File: src/rtl/flash_seq_pkg.sv
package flash_seq_pkg;

  typedef enum logic [2:0] {
    ST_IDLE  = 3'd0,
    ST_PROG  = 3'd1,
    ST_ERASE = 3'd2,
    ST_ESUSP = 3'd3,
    ST_RHOLD = 3'd4,
    ST_RECOV = 3'd5
  } seq_state_e;

  typedef enum logic [1:0] {
    OP_PROGRAM = 2'd0,
    OP_ERASE   = 2'd1,
    OP_SUSPEND = 2'd2,
    OP_RESUME  = 2'd3
  } cmd_op_e;

  function automatic logic op_active(seq_state_e s);
    return (s == ST_PROG) || (s == ST_ERASE) || (s == ST_ESUSP);
  endfunction

  function automatic logic in_reset(seq_state_e s);
    return (s == ST_RHOLD) || (s == ST_RECOV);
  endfunction

endpackage

File: src/rtl/rst_pulse_filter.sv
module rst_pulse_filter #(
  parameter int SYNC_STAGES = 2,
  parameter int MIN_PULSE   = 8
) (
  input  logic clk,
  input  logic rst_n,
  input  logic pin_n,
  output logic pin_low,
  output logic hit
);
  localparam int CW = $clog2(MIN_PULSE + 1);

  logic [SYNC_STAGES-1:0] sync_q;
  logic [CW-1:0]          run_q;

  for (genvar i = 0; i < SYNC_STAGES; i++) begin : g_sync
    if (i == 0) begin : g_first
      always_ff @(posedge clk or negedge rst_n) begin
        if (!rst_n) sync_q[0] <= 1'b1;
        else        sync_q[0] <= pin_n;
      end
    end else begin : g_next
      always_ff @(posedge clk or negedge rst_n) begin
        if (!rst_n) sync_q[i] <= 1'b1;
        else        sync_q[i] <= sync_q[i-1];
      end
    end
  end

  assign pin_low = ~sync_q[SYNC_STAGES-1];

  // length of the current low run, saturating one past the threshold
  always_ff @(posedge clk or negedge rst_n) begin
    if (!rst_n)                      run_q <= '0;
    else if (!pin_low)               run_q <= '0;
    else if (run_q != CW'(MIN_PULSE)) run_q <= run_q + 1'b1;
  end

  assign hit = pin_low && (run_q == CW'(MIN_PULSE - 1));

  // one recognition per low run
  a_r4_hit_once: assert property (@(posedge clk) disable iff (!rst_n)
    hit |=> !hit);

endmodule

File: src/rtl/recov_timer.sv
module recov_timer #(
  parameter int SHORT_REC = 16,
  parameter int LONG_REC  = 64
) (
  input  logic clk,
  input  logic rst_n,
  input  logic run,
  input  logic sel_long,
  output logic hit
);
  localparam int LIM = (LONG_REC > SHORT_REC) ? LONG_REC : SHORT_REC;
  localparam int CW  = $clog2(LIM + 1);

  logic [CW-1:0] cnt_q;
  logic [CW-1:0] lim;

  assign lim = sel_long ? CW'(LONG_REC) : CW'(SHORT_REC);
  assign hit = run && (cnt_q == lim - 1'b1);

  always_ff @(posedge clk or negedge rst_n) begin
    if (!rst_n)    cnt_q <= '0;
    else if (!run) cnt_q <= '0;
    else if (!hit) cnt_q <= cnt_q + 1'b1;
  end

  // recovery count never passes the selected length
  a_r5_count_in_range: assert property (@(posedge clk) disable iff (!rst_n)
    run |-> (cnt_q < lim));

endmodule

File: src/rtl/cmd_gate.sv
module cmd_gate
  import flash_seq_pkg::*;
(
  input  seq_state_e state,
  input  logic       cmd_valid,
  input  logic [1:0] cmd_op,
  output logic       cmd_accept,
  output logic       cmd_reject
);
  logic ok;

  always_comb begin
    ok = 1'b0;
    case (state)
      ST_IDLE:  ok = (cmd_op == OP_PROGRAM) || (cmd_op == OP_ERASE);
      ST_ERASE: ok = (cmd_op == OP_SUSPEND);
      ST_ESUSP: ok = (cmd_op == OP_RESUME);
      default:  ok = 1'b0;
    endcase
  end

  assign cmd_accept = cmd_valid && ok;
  assign cmd_reject = cmd_valid && !ok;

endmodule

File: src/rtl/flash_rst_rdy_seq.sv
module flash_rst_rdy_seq
  import flash_seq_pkg::*;
#(
  parameter int MIN_PULSE   = 8,
  parameter int SHORT_REC   = 16,
  parameter int LONG_REC    = 64,
  parameter int SYNC_STAGES = 2
) (
  input  logic       clk,
  input  logic       rst_n,
  input  logic       reset_pin_n,
  input  logic       pe_start_prog,
  input  logic       pe_start_erase,
  input  logic       pe_done,
  input  logic       pe_suspended,
  input  logic       pe_resumed,
  input  logic       cmd_valid,
  input  logic [1:0] cmd_op,
  output logic       cmd_accept,
  output logic       cmd_reject,
  output logic       rb_drive_low,
  output logic       rst_done,
  output logic       data_corrupt
);

  seq_state_e state_q, state_d;
  logic       long_q, long_d;
  logic       done_q, done_d;
  logic       corrupt_q, corrupt_d;
  logic       pin_low, rst_hit, tmr_hit;

  rst_pulse_filter #(.SYNC_STAGES(SYNC_STAGES), .MIN_PULSE(MIN_PULSE)) u_filter (
    .clk(clk), .rst_n(rst_n), .pin_n(reset_pin_n), .pin_low(pin_low), .hit(rst_hit)
  );

  recov_timer #(.SHORT_REC(SHORT_REC), .LONG_REC(LONG_REC)) u_timer (
    .clk(clk), .rst_n(rst_n), .run(state_q == ST_RECOV), .sel_long(long_q), .hit(tmr_hit)
  );

  cmd_gate u_gate (
    .state(state_q), .cmd_valid(cmd_valid), .cmd_op(cmd_op),
    .cmd_accept(cmd_accept), .cmd_reject(cmd_reject)
  );

  always_comb begin
    state_d   = state_q;
    long_d    = long_q;
    done_d    = 1'b0;
    corrupt_d = 1'b0;
    if (rst_hit) begin
      state_d   = ST_RHOLD;
      corrupt_d = op_active(state_q);
      if (op_active(state_q))      long_d = 1'b1;
      else if (!in_reset(state_q)) long_d = 1'b0;
    end else begin
      case (state_q)
        ST_IDLE: begin
          if (pe_start_prog)       state_d = ST_PROG;
          else if (pe_start_erase) state_d = ST_ERASE;
        end
        ST_PROG:  if (pe_done) state_d = ST_IDLE;
        ST_ERASE: begin
          if (pe_done)           state_d = ST_IDLE;
          else if (pe_suspended) state_d = ST_ESUSP;
        end
        ST_ESUSP: if (pe_resumed) state_d = ST_ERASE;
        ST_RHOLD: if (!pin_low)   state_d = ST_RECOV;
        ST_RECOV: begin
          if (tmr_hit) begin
            state_d = ST_IDLE;
            done_d  = 1'b1;
          end
        end
        default:  state_d = ST_IDLE;
      endcase
    end
  end

  always_ff @(posedge clk or negedge rst_n) begin
    if (!rst_n) begin
      state_q   <= ST_IDLE;
      long_q    <= 1'b0;
      done_q    <= 1'b0;
      corrupt_q <= 1'b0;
    end else begin
      state_q   <= state_d;
      long_q    <= long_d;
      done_q    <= done_d;
      corrupt_q <= corrupt_d;
    end
  end

  assign rb_drive_low = (state_q == ST_PROG) || (state_q == ST_ERASE) ||
                        (in_reset(state_q) && long_q);
  assign rst_done     = done_q;
  assign data_corrupt = corrupt_q;

  // a busy line never lets program or erase through
  a_r2_busy_blocks_start: assert property (@(posedge clk) disable iff (!rst_n)
    (rb_drive_low && cmd_valid && (cmd_op == OP_PROGRAM || cmd_op == OP_ERASE)) |-> !cmd_accept);

  // nothing accepted while reset holds or recovers
  a_r10_reset_rejects: assert property (@(posedge clk) disable iff (!rst_n)
    in_reset(state_q) |-> !cmd_accept);

  // completion pulse is one cycle wide
  a_r8_done_single: assert property (@(posedge clk) disable iff (!rst_n)
    rst_done |=> !rst_done);

  // at completion the block is idle and ready
  a_r8_done_releases: assert property (@(posedge clk) disable iff (!rst_n)
    rst_done |-> (!rb_drive_low && state_q == ST_IDLE));

  // abort flag only on entry to the long hold
  a_r7_corrupt_enters_hold: assert property (@(posedge clk) disable iff (!rst_n)
    data_corrupt |-> (state_q == ST_RHOLD && rb_drive_low));

  // the line is released only by a finish, a suspend or reset completion
  a_r6_release_cause: assert property (@(posedge clk) disable iff (!rst_n)
    $fell(rb_drive_low) |-> (rst_done || $past(pe_done) || $past(pe_suspended)));

endmodule

File: config.mk
export PLATFORM = sky130hd
export DESIGN_NAME = flash_rst_rdy_seq
export DESIGN_NICKNAME = d
export VERILOG_FILES = /design/src/rtl/flash_seq_pkg.sv /design/src/rtl/rst_pulse_filter.sv /design/src/rtl/recov_timer.sv /design/src/rtl/cmd_gate.sv /design/src/rtl/flash_rst_rdy_seq.sv
export SDC_FILE = /design/constraint.sdc
export NUM_CORES = 1
export LEC_CHECK = 0
export BUFFER_PORTS_ARGS = -buffer_cell sky130_fd_sc_hd__buf_2
export CORE_MARGIN = 10
export CORE_UTILIZATION = 40
export DETAILED_ROUTE_END_ITERATION = 10
export PLACE_DENSITY_LB_ADDON = 0.25
export RECOVER_POWER = 25
export SLEW_MARGIN = 10
export SYNTH_ARGS = -nofsm -noshare
export SYNTH_HDL_FRONTEND = slang
export SYNTH_SLANG_ARGS = --single-unit
export TNS_END_PERCENT = 100
File: constraint.sdc
create_clock -name clk -period 4.9 [get_ports clk]
set_clock_uncertainty 0.2 [all_clocks]
set_input_delay 0.49 -clock clk [delete_from_list [all_inputs] [get_ports clk]]
set_output_delay 0.49 -clock clk [all_outputs]
set_load 0.005 [all_outputs]
Yosys cells after proc, flatten, opt, wreduce, memory -nomap -nowiden
Index checks and enable logic that the tools add are counted.

Bits of input ports: 11. Output and inout port bits: 5. Register bits after elaboration: 19. Word-level logic and storage cells: 69.

Bitwise operators: 1. $add $sub $neg: 3. Eq/ne operators: 19. Mux-type cells: 22. Reductions and logical operators: 16.

Operator list (count): 3-bit 2-to-1 mux (9); 7-bit 2-to-1 mux (3); 3-bit one-hot mux with 6 select lines (1); 4-bit != test, second input constant (3); 3-bit != test, second input constant (3); 4-bit 2-to-1 mux (2); 7-bit by 1-bit adder with 7-bit output, second input constant (1); 7-bit equality test (1); 7-bit by 1-bit subtractor with 7-bit output, second input constant (1); 3-bit by 2-bit equality test with 1-bit output, second input constant (2); 3-bit equality test, second input constant (2); 1-bit 2-to-1 mux (6); 6-bit AND reduction (1); 1-bit logical AND (5); 1-bit logical OR (5); 4-bit by 1-bit adder with 4-bit output, second input constant (1); 2-bit equality test, second input constant (2); 4-bit by 3-bit equality test with 1-bit output, second input constant (1); 2-bit != test, second input constant (2); 3-bit by 1-bit equality test with 1-bit output, second input constant (1); 3-bit logical NOT (1); 3-bit by 2-bit != test with 1-bit output, second input constant (1); 1-bit one-hot mux with 3 select lines (1); 2-bit by 1-bit equality test with 1-bit output, second input constant (1); other kinds (5) (5).

Logic depth before layout (Yosys ltp)
Depth in word-level cells: 7. Mapped depth: 6. Gate-level depth less buffers: 6.

Hierarchy
From an unflattened synthesis, not the netlist that was laid out.

Cell total of the unflattened synthesis: 109. Area, all modules: 1118.6 um2.

By module, submodules not included: flash_rst_rdy_seq (instances 1, sequential area each 150.1 um2, cells an instance 43, area each 390.4 um2); recov_timer (instances 1, sequential area each 175.2 um2, cells an instance 36, area each 372.9 um2); rst_pulse_filter (instances 1, sequential area each 152.6 um2, cells an instance 23, area each 281.5 um2); cmd_gate (instances 1, sequential area each 0.0 um2, cells an instance 7, area each 73.8 um2).

Worst setup path after synthesis
Ideal clock, no wire load.

Path type: register to register. Start: register u_timer.cnt_q[4]. End: register u_timer.cnt_q[1]. Path slack: 3175 ps. Stages on the path, launching flop included: 6. Arrival: 1399 ps. Period minus slack after synthesis: 1725 ps. Path buffers: 1. Cell sequence: dfrtp_1 -> or3_1 -> a211oi_2 -> buf_4 -> mux2i_1 -> nor2_1.

Longest elaborated chain between the ends: 3.

RTL lines: from (decl) (line recov_timer.sv:14) `logic [CW-1:0] cnt_q;`; from (signal assigned) (line recov_timer.sv:23) `else if (!hit) cnt_q <= cnt_q + 1'b1;`; 7-bit equality test (line recov_timer.sv:18) `assign hit = run && (cnt_q == lim - 1'b1);`; 1-bit logical AND (line recov_timer.sv:18); 2-bit != test (no line).

Every way passes these cells. A chain may end at the register's enable or synchronous reset.

Final worst setup path
Start: register u_timer.cnt_q[4]. End: register state_q[1].

Longest elaborated chain between the ends: 4.

RTL lines: 7-bit equality test (line recov_timer.sv:18); 1-bit logical AND (line recov_timer.sv:18); 3-bit != test (no line); 6-bit AND reduction (no line); to (signal assigned) (line flash_rst_rdy_seq.sv:86) `state_q <= state_d;`; to (decl) (line flash_rst_rdy_seq.sv:26) `seq_state_e state_q, state_d;`.

Every way passes these cells.

==> metrics.md <==
| Metric | Value |
|---|---|
| Largest family of logic cells by synthesized area | simple AND/OR/NAND/NOR gates |
| # DRC | 0 |
| Power Total | between 0.0003 and 0.0004 W |
| Synth Instances | 109 |
| Final setup violating endpoints | 0 |
| Drt via density | 5.26 |
| # nets final | 140 |
| Outcome | completed |
| CTS resizes | 0 |
| Worst VDD drop | 0.000193 V |
| Total GRT Usage | between 8 and 9% |
| Simple-gate portion of the synthesized area | approximately a quarter |
| Register bit total from synthesis | 19 |
| Final Max Tran Viols | 0 |
| Post-synthesis mux area share | under 10% |
| Fill count | ~250 |
| Hold crit path type | input pin to flip-flop |
| Post-Synth XOR/XNOR Area | 4.26% |
| Post-Route M1 WL | between 800 and 900 um |
| Clock Latency Late Sink | approximately 0.30 ns |
| Netlist cell types | 33 |
| Synth Cell Area | 1030 sq um |
| Max-Cap Viols | 0 |
| Synth Net Count | ~120 |
| Synthesis Warnings | 0 |
| DIE AREA | between 4000 and 5000 sq um |
| Clk Tree Root Cell | clkbuf_4 |
| Placed wire-length estimate | approximately 1500 um |
| Port bufs | 15 |
| Area growth from synthesis to layout | 12.7% |
| Core Rows | 18 |
| Largest net degree at the start of global routing | 20 |
| Pleak | 0.536 nW |
| Wire length per cell | roughly 13 um |
| Die height | between 70 and 80 um |
| Worst Path Required | 4.93 ns |
| Antenna violations before repair | 0 |
| CP max stage cell | a211oi_2 |
| Slew @ Worst Pin | about 1.0 ns |
| Initial drt markers | 52 |
| Critical Path AT | between 2 and 2.5 ns |
| Clock buffer depth | 2 |
| Post-layout min period | around 2.3 ns |
| Post-synthesis adder-cell area fraction | around 3.6% |
| Power Dens Cells | 343 nW/um^2 |
| Crit path launch type | flip-flop |
| Crit-path max FO | 11 |
| Sequential share of the synthesized area | 46.5% |
| Unrepaired setup endpoints after global routing | no |
| Global-route wire length before repair | around 3600 um |
| Core footprint | about 2500 sq um |
| Fin crit share | about 46% |
| Endpoints failing hold | 0 |
| Critical path capture point type | flip-flop |
| Mean post-synth cell area | 9.44 sq um |
| WL met2 | approximately 1100 um |
| Total wire length | roughly 2000 um |
| Setup TNS Final | 0 ns |
| Placed cells | 150 |
| Vias | roughly 820 |
| Layout cells sized above 1 | between 10% and 20% |
| Clock-pin slew of the registers on the worst-case setup and hold paths | 0.11 ns |
| I/O pin cnt | 16 |
| GRT Residual Overflow | 0 |
| Crit path cell chain | or3_1, a211oi_2, o2111a_2, mux2i_1 |
| Total CTS buffers | 3 |
| Slowest stage delay, CP | 0.60 ns |
| DIE WIDTH | 70.7 um |
| Vias in the first global route | 837 |
| Final antenna-violating net count | 0 |
| ANT cells | 0 |
| CTS tree | yes |
| Compound-Gate Fraction of Synth Area | 11.7% |
| Setup Crit Path Kind | flip-flop to flip-flop |
| Max frequency | 444 MHz |
| Routed wl met3 | between 70 and 80 um |
| Starting Density | 41.9% |
| Drt first pass iters | 4 |
| Max Used Layer | met4 |
| H-Tree Depth | 1 |
| Slew margin rel. | between 30% and 40% |
| Non-filler cells, final | 155 |
| Placer Congestion | between 0.8 and 0.9 |
| CTS sink cnt | 19 |
==> path summary, 6_finish.rpt <==
check / start / to / slack [ns] / depth (start not counted)
worst max-delay path: u_timer.cnt_q[4] / state_q[1] / 2.65 / 4
worst min-delay path: reset_pin_n / u_filter.sync_q[0] / 0.08 / 1
worst max register to register: u_timer.cnt_q[4] / state_q[1] / 2.65 / 4
worst min register to register: u_filter.sync_q[0] / u_filter.sync_q[1] / 0.16 / 0
max in group asynchronous: rst_n / u_timer.cnt_q[4] / 3.23 / 2
min in group asynchronous: rst_n / state_q[0] / 0.67 / 2
==> cells by family after synthesis <==
kind of cell	after synthesis
simple gates	51
compound gates	19
mux	4
xor+xnor	5
flops	19
fa+ha+maj	3
buf+inv	8
==> synthesized netlist by cell type <==
library cell,count,area (sq um)
and3_1,1,6.26
buf_4,1,7.51
and2_1,1,6.26
o21ai_0,7,35.0
nor2_1,12,45.0
ha_1,3,37.5
xor2_1,2,17.5
mux2i_1,4,40.0
dfrtp_1,17,425
or4_1,2,15.0
xnor2_1,3,26.3
a211oi_2,1,12.5
and4_1,1,8.76
dfstp_2,2,52.6
or3_1,7,43.8
nand2_1,8,30.0
a2bb2oi_1,1,8.76
inv_1,4,15.0
o31ai_1,1,7.51
clkbuf_1,1,3.75
nor3b_1,2,15.0
or2_1,1,6.26
nand3_1,6,30.0
or2_2,1,6.26
nor4bb_1,1,10.0
a21oi_1,5,25.0
nor2b_1,2,12.5
nand3b_1,2,15.0
a31oi_1,3,18.8
nand2b_1,2,12.5
o2111a_2,1,12.5
nor3_1,2,10.0
buf_2,2,10.0
==> per-stage QoR <==
step / worst slack, ns / area, sq um / hold slack (ns) / utilization (%)
finish: 2.65 / 1160 / 0.0756 / 47.2
global route: 2.49 / 1160 / 0.0395 / 47.2
CTS: 2.66 / 1160 / 0.0602 / 47.2
detailed placement: 2.67 / 1120 / 0.148 / 45.6
global placement: 2.75 / 1120 / 0.148 / 45.6
floorplan: 3.17 / 1030 / -0.00559 / -
==> flip-flops by register name (all words and copies together), names as in the netlist <==
signal,flops
u_timer.cnt_q,7
u_filter.run_q,4
state_q,3
u_filter.sync_q,2
data_corrupt,1
long_q,1
rst_done,1
==> layout make-up <==
type,instances,area (sq um),share of cell area (%)
clock buffers,3,22.5,1.94
clock inverters,1,7.51,0.648
inverters,4,15.0,1.30
multi-input cells,82,514,44.4
flip-flops and latches,19,478,41.3
well taps,30,37.5,3.24
repair buffers,16,83.8,7.24
==> cells in the final DEF (no fill, tap or decap), types with 2 or more instances in the layout <==
master	count
o21ai_0	7
nor3b_1	2
nand3b_1	2
nor2b_1	2
ha_1	3
dfstp_2	2
dfrtp_1	17
or3_1	7
nand3_1	6
xor2_1	2
nand2_1	8
a21oi_1	5
nor3_1	2
a31oi_1	3
xnor2_1	3
clkbuf_4	3
or4_1	2
mux2i_1	4
buf_2	14
inv_1	4
nor2_1	12
nand2b_1	2
==> critical path: cells and delay by family, from the launching register on <==
| kind | cells | cell delay, ns |
|---|---|---|
| muxes | 1 | 0.19 |
| DFF | 1 | 0.44 |
| and+or+nand+nor | 1 | 0.40 |
| AOI/OAI and AO/OA | 2 | 0.95 |
==> report_power, final <==
part | total [W] | switching, W | internal (W) | leakage (nW)
Clock | 0.0000811 | 0.0000501 | 0.0000311 | 0.0139
Combinational | 0.000116 | 0.0000503 | 0.0000660 | 0.269
Sequential | 0.000200 | 0.0000300 | 0.000170 | 0.252
==> repair_timing <==
action,CTS,global route
endpoints found under the hold margin,17,0
setup buffers,0,0
hold buffers,1,0
==> routing by layer <==
| metal | up-vias | GRT usage, % |
|---|---|---|
| li1 | 415 | - |
| met1 | 391 | 9.28 |
| met2 | 8 | 14.0 |
| met3 | 2 | 3.77 |
| met4 | 0 | 2.58 |
| met5 | - | 0 |
Note: power is estimated with default switching activity, not from simulation.
